===== src/rtl/sio_dec_pkg.sv =====
package sio_dec_pkg;
  localparam int unsigned NREG = 12;

  typedef enum logic [3:0] {
    RG_RXBUF     = 4'd0,
    RG_TXHOLD    = 4'd1,
    RG_INTEN     = 4'd2,
    RG_INTID     = 4'd3,
    RG_FIFOCTL   = 4'd4,
    RG_LINECTL   = 4'd5,
    RG_MODEMCTL  = 4'd6,
    RG_LINESTAT  = 4'd7,
    RG_MODEMSTAT = 4'd8,
    RG_SCRATCH   = 4'd9,
    RG_DIVLO     = 4'd10,
    RG_DIVHI     = 4'd11
  } reg_e;

  localparam int unsigned DIV_ACCESS_BIT = 7;
endpackage


===== src/rtl/sio_addr_match.sv =====
module sio_addr_match #(
  parameter int unsigned AW     = 16,
  parameter int unsigned OFF_W  = 3,
  parameter int unsigned BASE_W = 8
) (
  input  logic [AW-1:0]     addr_i,
  input  logic [BASE_W-1:0] base_sw_i,
  input  logic              port_en_i,
  output logic              hit_o
);
  localparam int unsigned TOP_LO = OFF_W + BASE_W;

  logic upper_zero;
  logic base_eq;

  assign upper_zero = (addr_i[AW-1:TOP_LO] == '0);
  // switches are active-low: on (1) demands address bit 0
  assign base_eq    = (addr_i[TOP_LO-1:OFF_W] == ~base_sw_i);
  assign hit_o      = port_en_i & upper_zero & base_eq;
endmodule


===== src/rtl/sio_reg_steer.sv =====
module sio_reg_steer
  import sio_dec_pkg::*;
#(
  parameter int unsigned OFF_W = 3
) (
  input  logic             hit_i,
  input  logic             rd_i,
  input  logic             wr_i,
  input  logic [OFF_W-1:0] off_i,
  input  logic             div_access_i,
  output logic             sel_o,
  output logic [NREG-1:0]  rd_stb_o,
  output logic [NREG-1:0]  wr_stb_o
);
  logic rd_ok, wr_ok;

  assign sel_o = hit_i & (rd_i ^ wr_i);
  assign rd_ok = sel_o & rd_i;
  assign wr_ok = sel_o & wr_i;

  always_comb begin
    rd_stb_o = '0;
    wr_stb_o = '0;
    unique case (off_i)
      3'd0: begin
        if (div_access_i) begin
          rd_stb_o[RG_DIVLO] = rd_ok;
          wr_stb_o[RG_DIVLO] = wr_ok;
        end else begin
          rd_stb_o[RG_RXBUF]  = rd_ok;
          wr_stb_o[RG_TXHOLD] = wr_ok;
        end
      end
      3'd1: begin
        if (div_access_i) begin
          rd_stb_o[RG_DIVHI] = rd_ok;
          wr_stb_o[RG_DIVHI] = wr_ok;
        end else begin
          rd_stb_o[RG_INTEN] = rd_ok;
          wr_stb_o[RG_INTEN] = wr_ok;
        end
      end
      3'd2: begin
        rd_stb_o[RG_INTID]   = rd_ok;
        wr_stb_o[RG_FIFOCTL] = wr_ok;
      end
      3'd3: begin
        rd_stb_o[RG_LINECTL] = rd_ok;
        wr_stb_o[RG_LINECTL] = wr_ok;
      end
      3'd4: begin
        rd_stb_o[RG_MODEMCTL] = rd_ok;
        wr_stb_o[RG_MODEMCTL] = wr_ok;
      end
      3'd5: rd_stb_o[RG_LINESTAT]  = rd_ok;
      3'd6: rd_stb_o[RG_MODEMSTAT] = rd_ok;
      default: begin
        rd_stb_o[RG_SCRATCH] = rd_ok;
        wr_stb_o[RG_SCRATCH] = wr_ok;
      end
    endcase
  end
endmodule


===== src/rtl/sio_reg_store.sv =====
module sio_reg_store
  import sio_dec_pkg::*;
#(
  parameter int unsigned DW = 8
) (
  input  logic            clk_i,
  input  logic            rst_ni,
  input  logic [NREG-1:0] rd_stb_i,
  input  logic [NREG-1:0] wr_stb_i,
  input  logic [DW-1:0]   wdata_i,
  input  logic [DW-1:0]   rxbuf_i,
  input  logic [DW-1:0]   intid_i,
  input  logic [DW-1:0]   linestat_i,
  input  logic [DW-1:0]   modemstat_i,
  output logic [DW-1:0]   rdata_o,
  output logic [DW-1:0]   txhold_o,
  output logic [DW-1:0]   inten_o,
  output logic [DW-1:0]   fifoctl_o,
  output logic [DW-1:0]   linectl_o,
  output logic [DW-1:0]   modemctl_o,
  output logic [2*DW-1:0] divisor_o,
  output logic            div_access_o
);
  logic [DW-1:0] store_q [NREG];
  logic [DW-1:0] rd_src  [NREG];

  // only writable targets get a flop; the rest tie to zero
  for (genvar k = 0; k < NREG; k++) begin : g_store
    if (k == RG_RXBUF || k == RG_INTID || k == RG_LINESTAT || k == RG_MODEMSTAT) begin : g_ro
      assign store_q[k] = '0;
    end else begin : g_rw
      logic [DW-1:0] q;
      always_ff @(posedge clk_i or negedge rst_ni) begin
        if (!rst_ni)         q <= '0;
        else if (wr_stb_i[k]) q <= wdata_i;
      end
      assign store_q[k] = q;
    end
  end

  always_comb begin
    for (int k = 0; k < NREG; k++) rd_src[k] = store_q[k];
    rd_src[RG_RXBUF]     = rxbuf_i;
    rd_src[RG_INTID]     = intid_i;
    rd_src[RG_LINESTAT]  = linestat_i;
    rd_src[RG_MODEMSTAT] = modemstat_i;
  end

  always_comb begin
    rdata_o = '0;
    for (int k = 0; k < NREG; k++)
      if (rd_stb_i[k]) rdata_o = rdata_o | rd_src[k];
  end

  assign txhold_o     = store_q[RG_TXHOLD];
  assign inten_o      = store_q[RG_INTEN];
  assign fifoctl_o    = store_q[RG_FIFOCTL];
  assign linectl_o    = store_q[RG_LINECTL];
  assign modemctl_o   = store_q[RG_MODEMCTL];
  assign divisor_o    = {store_q[RG_DIVHI], store_q[RG_DIVLO]};
  assign div_access_o = store_q[RG_LINECTL][DIV_ACCESS_BIT];
endmodule


===== src/rtl/sio_reg_decode.sv =====
module sio_reg_decode
  import sio_dec_pkg::*;
#(
  parameter int unsigned AW     = 16,
  parameter int unsigned DW     = 8,
  parameter int unsigned OFF_W  = 3,
  parameter int unsigned BASE_W = 8
) (
  input  logic              clk_i,
  input  logic              rst_ni,
  input  logic [AW-1:0]     bus_addr_i,
  input  logic              bus_rd_i,
  input  logic              bus_wr_i,
  input  logic [DW-1:0]     bus_wdata_i,
  input  logic [BASE_W-1:0] base_sw_i,
  input  logic              port_en_i,
  input  logic [DW-1:0]     rxbuf_i,
  input  logic [DW-1:0]     intid_i,
  input  logic [DW-1:0]     linestat_i,
  input  logic [DW-1:0]     modemstat_i,
  output logic              sel_o,
  output logic [DW-1:0]     bus_rdata_o,
  output logic [NREG-1:0]   rd_stb_o,
  output logic [NREG-1:0]   wr_stb_o,
  output logic [DW-1:0]     txhold_o,
  output logic [DW-1:0]     inten_o,
  output logic [DW-1:0]     fifoctl_o,
  output logic [DW-1:0]     linectl_o,
  output logic [DW-1:0]     modemctl_o,
  output logic [2*DW-1:0]   divisor_o
);
  logic hit;
  logic div_access;

  sio_addr_match #(.AW(AW), .OFF_W(OFF_W), .BASE_W(BASE_W)) u_match (
    .addr_i    (bus_addr_i),
    .base_sw_i (base_sw_i),
    .port_en_i (port_en_i),
    .hit_o     (hit)
  );

  sio_reg_steer #(.OFF_W(OFF_W)) u_steer (
    .hit_i        (hit),
    .rd_i         (bus_rd_i),
    .wr_i         (bus_wr_i),
    .off_i        (bus_addr_i[OFF_W-1:0]),
    .div_access_i (div_access),
    .sel_o        (sel_o),
    .rd_stb_o     (rd_stb_o),
    .wr_stb_o     (wr_stb_o)
  );

  sio_reg_store #(.DW(DW)) u_store (
    .clk_i        (clk_i),
    .rst_ni       (rst_ni),
    .rd_stb_i     (rd_stb_o),
    .wr_stb_i     (wr_stb_o),
    .wdata_i      (bus_wdata_i),
    .rxbuf_i      (rxbuf_i),
    .intid_i      (intid_i),
    .linestat_i   (linestat_i),
    .modemstat_i  (modemstat_i),
    .rdata_o      (bus_rdata_o),
    .txhold_o     (txhold_o),
    .inten_o      (inten_o),
    .fifoctl_o    (fifoctl_o),
    .linectl_o    (linectl_o),
    .modemctl_o   (modemctl_o),
    .divisor_o    (divisor_o),
    .div_access_o (div_access)
  );
endmodule


===== config.mk =====
export PLATFORM = sky130hd
export DESIGN_NAME = sio_reg_decode
export DESIGN_NICKNAME = d
export VERILOG_FILES = /design/src/rtl/sio_dec_pkg.sv /design/src/rtl/sio_addr_match.sv /design/src/rtl/sio_reg_steer.sv /design/src/rtl/sio_reg_store.sv /design/src/rtl/sio_reg_decode.sv
export SDC_FILE = /design/constraint.sdc
export NUM_CORES = 1
export LEC_CHECK = 0
export BUFFER_PORTS_ARGS = -buffer_cell sky130_fd_sc_hd__buf_2
export CORE_MARGIN = 10
export CORE_UTILIZATION = 49
export DETAILED_ROUTE_END_ITERATION = 6
export PLACE_DENSITY = 0.88
export SETUP_SLACK_MARGIN = 0.5
export SLEW_MARGIN = 30
export SYNTH_ARGS = -nofsm -noshare
export SYNTH_HDL_FRONTEND = slang
export SYNTH_SLANG_ARGS = --single-unit

===== constraint.sdc =====
create_clock -name clk_i -period 3.2 [get_ports clk_i]
set_input_delay 0.64 -clock clk_i [delete_from_list [all_inputs] [get_ports clk_i]]
set_output_delay 0.64 -clock clk_i [all_outputs]
set_load 0.01 [all_outputs]

# Word-level counts from Yosys, hierarchy flattened
# Cells that the tools add are included.
word_totals:
  reg_bits: 64
  in_bits: 69
classes:
  eq_ne: 7
  n_mux: 32
  n_bitwise: 16
  n_reduce_logical: 3
op_table:
  columns: ["op", "count"]
  rows:
  - ["$mux 8", 10]
  - ["$or 8x8->8", 9]
  - ["$mux 1", 22]
  - ["$eq 3x3->1 const B", 3]
  - ["$eq 8x8->1", 1]
  - ["$not 8->8", 1]
  - ["$reduce_or 7->1", 1]
  - ["$eq 3x2->1 const B", 2]
  - ["$and 1x1->1", 5]
  - ["$logic_not 5->1", 1]
  - ["$eq 3x1->1 const B", 1]
  - ["$logic_not 3->1", 1]
  - ["$xor 1x1->1", 1]

# Logic depth before layout (Yosys ltp)
logic_depth:
  ltp_word: 26
  mapped_depth: 8
  mapped_depth_nobuf: 4

# By module
# Synthesis repeated with hierarchy kept, for this count alone.
unflattened:
  hier_cells: 256
  area_unflattened_um2: 3367.0
modules_own_cells:
  columns: ["module", "instances", "cells_each", "area_per_inst_um2", "seq_area_each_um2"]
  rows:
  - ["sio_reg_store", 1, 205, 2980.4, 1601.5]
  - ["sio_reg_steer", 1, 37, 271.5, 0.0]
  - ["sio_addr_match", 1, 14, 115.1, 0.0]

# Least setup slack after synthesis
# Ideal clock, no wire load.
synth_path:
  path_kind: "input port to output port"
  from: "input port bus_addr_i[15]"
  to: "output port rd_stb_o[7]"
  arrival_time_ns: 2.327
  required_time_ns: 2.560
  slack_ns: 0.233
  cell_stages: 5
  path_buffers: 1
  path_cell_list: "nor4_2 -> nand2_4 -> or4_4 -> buf_6 -> nor4_1"
synth_between:
  elab_chain_cells: 6
synth_rtl:
  columns: ["item", "line", "source"]
  rows:
  - ["start: declaration", "sio_reg_decode.sv:11", "input logic [AW-1:0] bus_addr_i,"]
  - ["$logic_not 5->1", "sio_addr_match.sv:16", "assign upper_zero = (addr_i[AW-1:TOP_LO] == '0);"]
  - ["$and 1x1->1 (2 in a row)", "sio_addr_match.sv:19", "assign hit_o = port_en_i & upper_zero & base_eq;"]
  - ["$and 1x1->1", "sio_reg_steer.sv:17", "assign sel_o = hit_i & (rd_i ^ wr_i);"]
  - ["$and 1x1->1", "sio_reg_steer.sv:18", "assign rd_ok = sel_o & rd_i;"]
  - ["$mux 1", "sio_reg_steer.sv:24", "unique case (off_i)"]
  - ["end: declaration", "sio_reg_decode.sv:23", "output logic [NREG-1:0] rd_stb_o,"]
# Every way passes these cells.

# Worst setup path after layout
layout_path:
  from: "input port bus_addr_i[12]"
  to: "output port bus_rdata_o[3]"
layout_between:
  elab_chain_cells: 26
layout_rtl:
  columns: ["item", "line", "source"]
  rows:
  - ["$logic_not 5->1 (*)", "sio_addr_match.sv:16", null]
  - ["$and 1x1->1 (*) (2 in a row)", "sio_addr_match.sv:19", null]
  - ["$and 1x1->1 (*)", "sio_reg_steer.sv:17", null]
  - ["$and 1x1->1 (*)", "sio_reg_steer.sv:18", null]
  - ["$mux 1", "sio_reg_steer.sv:26, sio_reg_steer.sv:35", null]
  - ["$mux 1", "sio_reg_steer.sv:24", null]
  - ["$mux 8", "sio_reg_store.sv:52", "if (rd_stb_i[k]) rdata_o = rdata_o | rd_src[k];"]
  - ["$or 8x8->8", "sio_reg_store.sv:52", null]
  - ["[9 not listed]", null, null]
  - ["$or 8x8->8", "sio_reg_store.sv:52", null]
  - ["$mux 8", "sio_reg_store.sv:52", null]
  - ["$or 8x8->8", "sio_reg_store.sv:52", null]
  - ["$mux 8", "sio_reg_store.sv:52", null]
  - ["$or 8x8->8", "sio_reg_store.sv:52", null]
  - ["$mux 8", "sio_reg_store.sv:52", null]
  - ["$or 8x8->8", "sio_reg_store.sv:52", null]
  - ["$mux 8 (*)", "sio_reg_store.sv:52", null]
  - ["end: declaration", "sio_reg_decode.sv:22", "output logic [DW-1:0] bus_rdata_o,"]
# Every way passes the cells marked *; elsewhere a longest branch is shown, timed or not.

==> impl_results.md <==
* Boundary pin count at 158
* CTS tree: built
* Status: completed
* Clock period minus worst slack at 2.97 ns
* Asr flop ratio synth at 100%
* Vias at 3301
* CTS HTree Levels at 3
* Largest net degree at the start of global routing at 35
* Starting Density at 49.6%
* Initial antenna violation count at 0
* Clock root buffer: clkbuf_8
* Port Buffers at 151
* Startpoint Class: input pin
* Number of synthesized register bits at 64
* Final setup viols at 0
* Hold-fix buffers, CTS at 0
* Die area at 11700 sq um
* Routability cong. at 0.882
* Slowest-stage cell, CP: or4_4
* Pre-CTS setup slack at 0.199 ns
* Pins over their slew limit at 0
* Clock Tree Buf Depth at 2
* IR drop worst, VDD at 368 uV
* Clock latency on the worst-skew pair at 0.34 ns
* Cell Count Post-Placement at 548
* Final Hold Viols at 0
* Synth cell count leaders: dfrtp_1, mux2_2, mux2i_1
* DR vias/cell at 5.76
* Hold crit path type: in2async
* Fin area at 5420 sq um
* Core Area at 7650 sq um
* Vias in the first global route at 3652
* Fmax at 0.337 GHz
* Yosys cell types at 51
* Post-synth EDFFs at 0
* Final Non-Filler Cells at 573
* Sink Count at 64
* Setup TNS at 0 ns
* Critical path class: in2out
* Horiz. Die Dim at 108 um
* Total congestion overflow at 0
* Max FO, Critical Path at 5
* 1st-pass router iterations at 4
* Register area share after synthesis at 42.2%
* Synthesized area at 3790 sq um
* Inserted Clock Buffers at 9
* Max-Cap Viols at 0
* PD cells at 322 nW/um^2
* Antenna cell count at 0
* Ys flop type: dfrtp_1
* Std cell rows at 32
* Reg clk slew, reported paths at 0.08 ns
* Slew margin rel. at 48.3%
* Worst-path cell chain: buf_6, nor4_4, nand2_4, or4_4, buf_4, a311oi_2, buf_2
* Post-DP Area at 4930 sq um
* Crit path DAT at 2.33 ns
* Routed wire length at 13200 um
* Share of cells above drive strength 1 at 71.3%
* Final Cycle Share at 92.7%
* Post-DP HPWL at 9820 um
* Final net count at 535
* Die H at 108 um
* First-pass GRT wire length at 20200 um
* Slew @ Worst Pin at 0.775 ns
* Dominant cells by area after synthesis: dfrtp_1, mux2_2, mux4_2, nor4_4, mux2i_1
* Yosys top cell area share at 42.2%
* Crit path required time at 2.56 ns
* Mean routed wirelength per cell at 23.0 um
* DR iter-0 viols at 210
* Critical Path Sink Type: output pin
* Leak pwr at 0.00283 uW
* Antenna Nets Post-Route at 0
* Area grow syn2layout at 42.9%
* Post-synth top area cell: dfrtp_1
* Tot GR Track Use at 22.3%
* Top-count cell post-synth: dfrtp_1
* Mapped Avg Cell Area at 13.2 sq um
* Drt drc at 0
* RSZ-0062 raised after global routing: true
* CP peak stage delay at 0.63 ns
* Yosys warns at 0
* Final WS setup at 0.233 ns
* Clock Skew at 0.00640 ns
* Synth Instances at 287
## worst max-delay path, delay by kind of cell
family	cells	cell delay, ns
compound gates	1	0.22
buf+inv	3	0.47
simple gates	3	1.01
## power breakdown
group | internal (uW) | switching (uW) | leakage (uW)
logic | 102 | 148 | 0.00183
registers | 808 | 0.0664 | 0.000893
clock network | 359 | 329 | 0.0000994
total | 1270 | 478 | 0.00283
## state kept, by name, indices dropped and copies added (netlist names)
signal	flops
u_store.fifoctl_o	8
u_store.modemctl_o	8
u_store.inten_o	8
u_store.g_store.g_rw.q	24
u_store.linectl_o	8
u_store.txhold_o	8
## path summary, 6_finish.rpt
| check | depth (start not counted) | from | endpoint | slack, ns |
|---|---|---|---|---|
| max | 7 | bus_addr_i[12] | bus_rdata_o[3] | 0.23 |
| min | 1 | rst_ni | u_store.g_store[9].g_rw.q[4] | 0.37 |
| max reg2reg | 5 | u_store.linectl_o[7] | u_store.g_store[10].g_rw.q[2] | 1.06 |
| min reg2reg | 1 | u_store.txhold_o[7] | u_store.txhold_o[7] | 0.49 |
| max in group asynchronous | 2 | rst_ni | u_store.linectl_o[7] | 2.10 |
| min in group clk_i | 1 | u_store.txhold_o[7] | u_store.txhold_o[7] | 0.49 |
## layer usage
| layer | up-vias | wire (um) | global-route usage, % |
|---|---|---|---|
| met2 | 139 | 7050 | 38.6 |
| met5 | - | 0 | 0 |
| met1 | 1695 | 4790 | 25.4 |
| met3 | 31 | 997 | 6.01 |
| met4 | 0 | 340 | 9.06 |
| li1 | 1436 | - | - |
## cells by family after synthesis
group                  synth area share [%]
flip-flops                             42.2
buffers and inverters                  4.49
multiplexers                           29.5
XOR/XNOR                               2.57
AND/OR/NAND/NOR                        15.9
other                                0.0988
AO/OA/AOI/OAI                          5.24
## cell type report
type	instances	area [sq um]
clock buffers	9	124
clock inverters	7	70.1
fillers	530	2230
inverters	5	21.3
multi-input cells	199	2320
flip-flops and latches	64	1600
well taps	102	128
repair buffers	187	1150
## cell usage in the layout (no fill, tap or decap), drive strengths merged, types with 3 or more instances in the layout
cell type,netlist,final
a211oi,6,6
buf,19,186
clkbuf,5,10
clkinv,1,5
conb,1,6
dfrtp,64,64
inv,4,5
mux2,69,69
mux2i,13,13
mux4,8,8
nand2,9,9
nand3,5,5
nand4,6,6
nor2,7,7
nor3,6,6
nor4,18,18
nor4b,3,3
o2bb2ai,8,8
or4,3,3
xor2,9,9
## metrics by stage
| step | hold slack, ns | util, % | total power, uW |
|---|---|---|---|
| 3_5_place_dp | 0.474 | 64.5 | 1050 |
| 5_1_grt | 0.422 | 70.9 | 1810 |
| 3_3_place_gp | 0.465 | 64.5 | 1040 |
| 2_1_floorplan | 0.344 | - | 947 |
| 6_report | 0.373 | 70.9 | 1750 |
| 4_1_cts | 0.385 | 69.4 | 1740 |
## what timing repair did
| action | 4_1_cts | 5_1_grt |
|---|---|---|
| pin swaps | 12 | 11 |
| gates resized for setup | 29 | 12 |
| endpoints found under the setup margin | 27 | 27 |
| cloned | 0 | 1 |
| hold endpoints to repair | 0 | 0 |
| buffers inserted | 5 | 3 |
No activity file was read; power rests on OpenSTA's default activity.
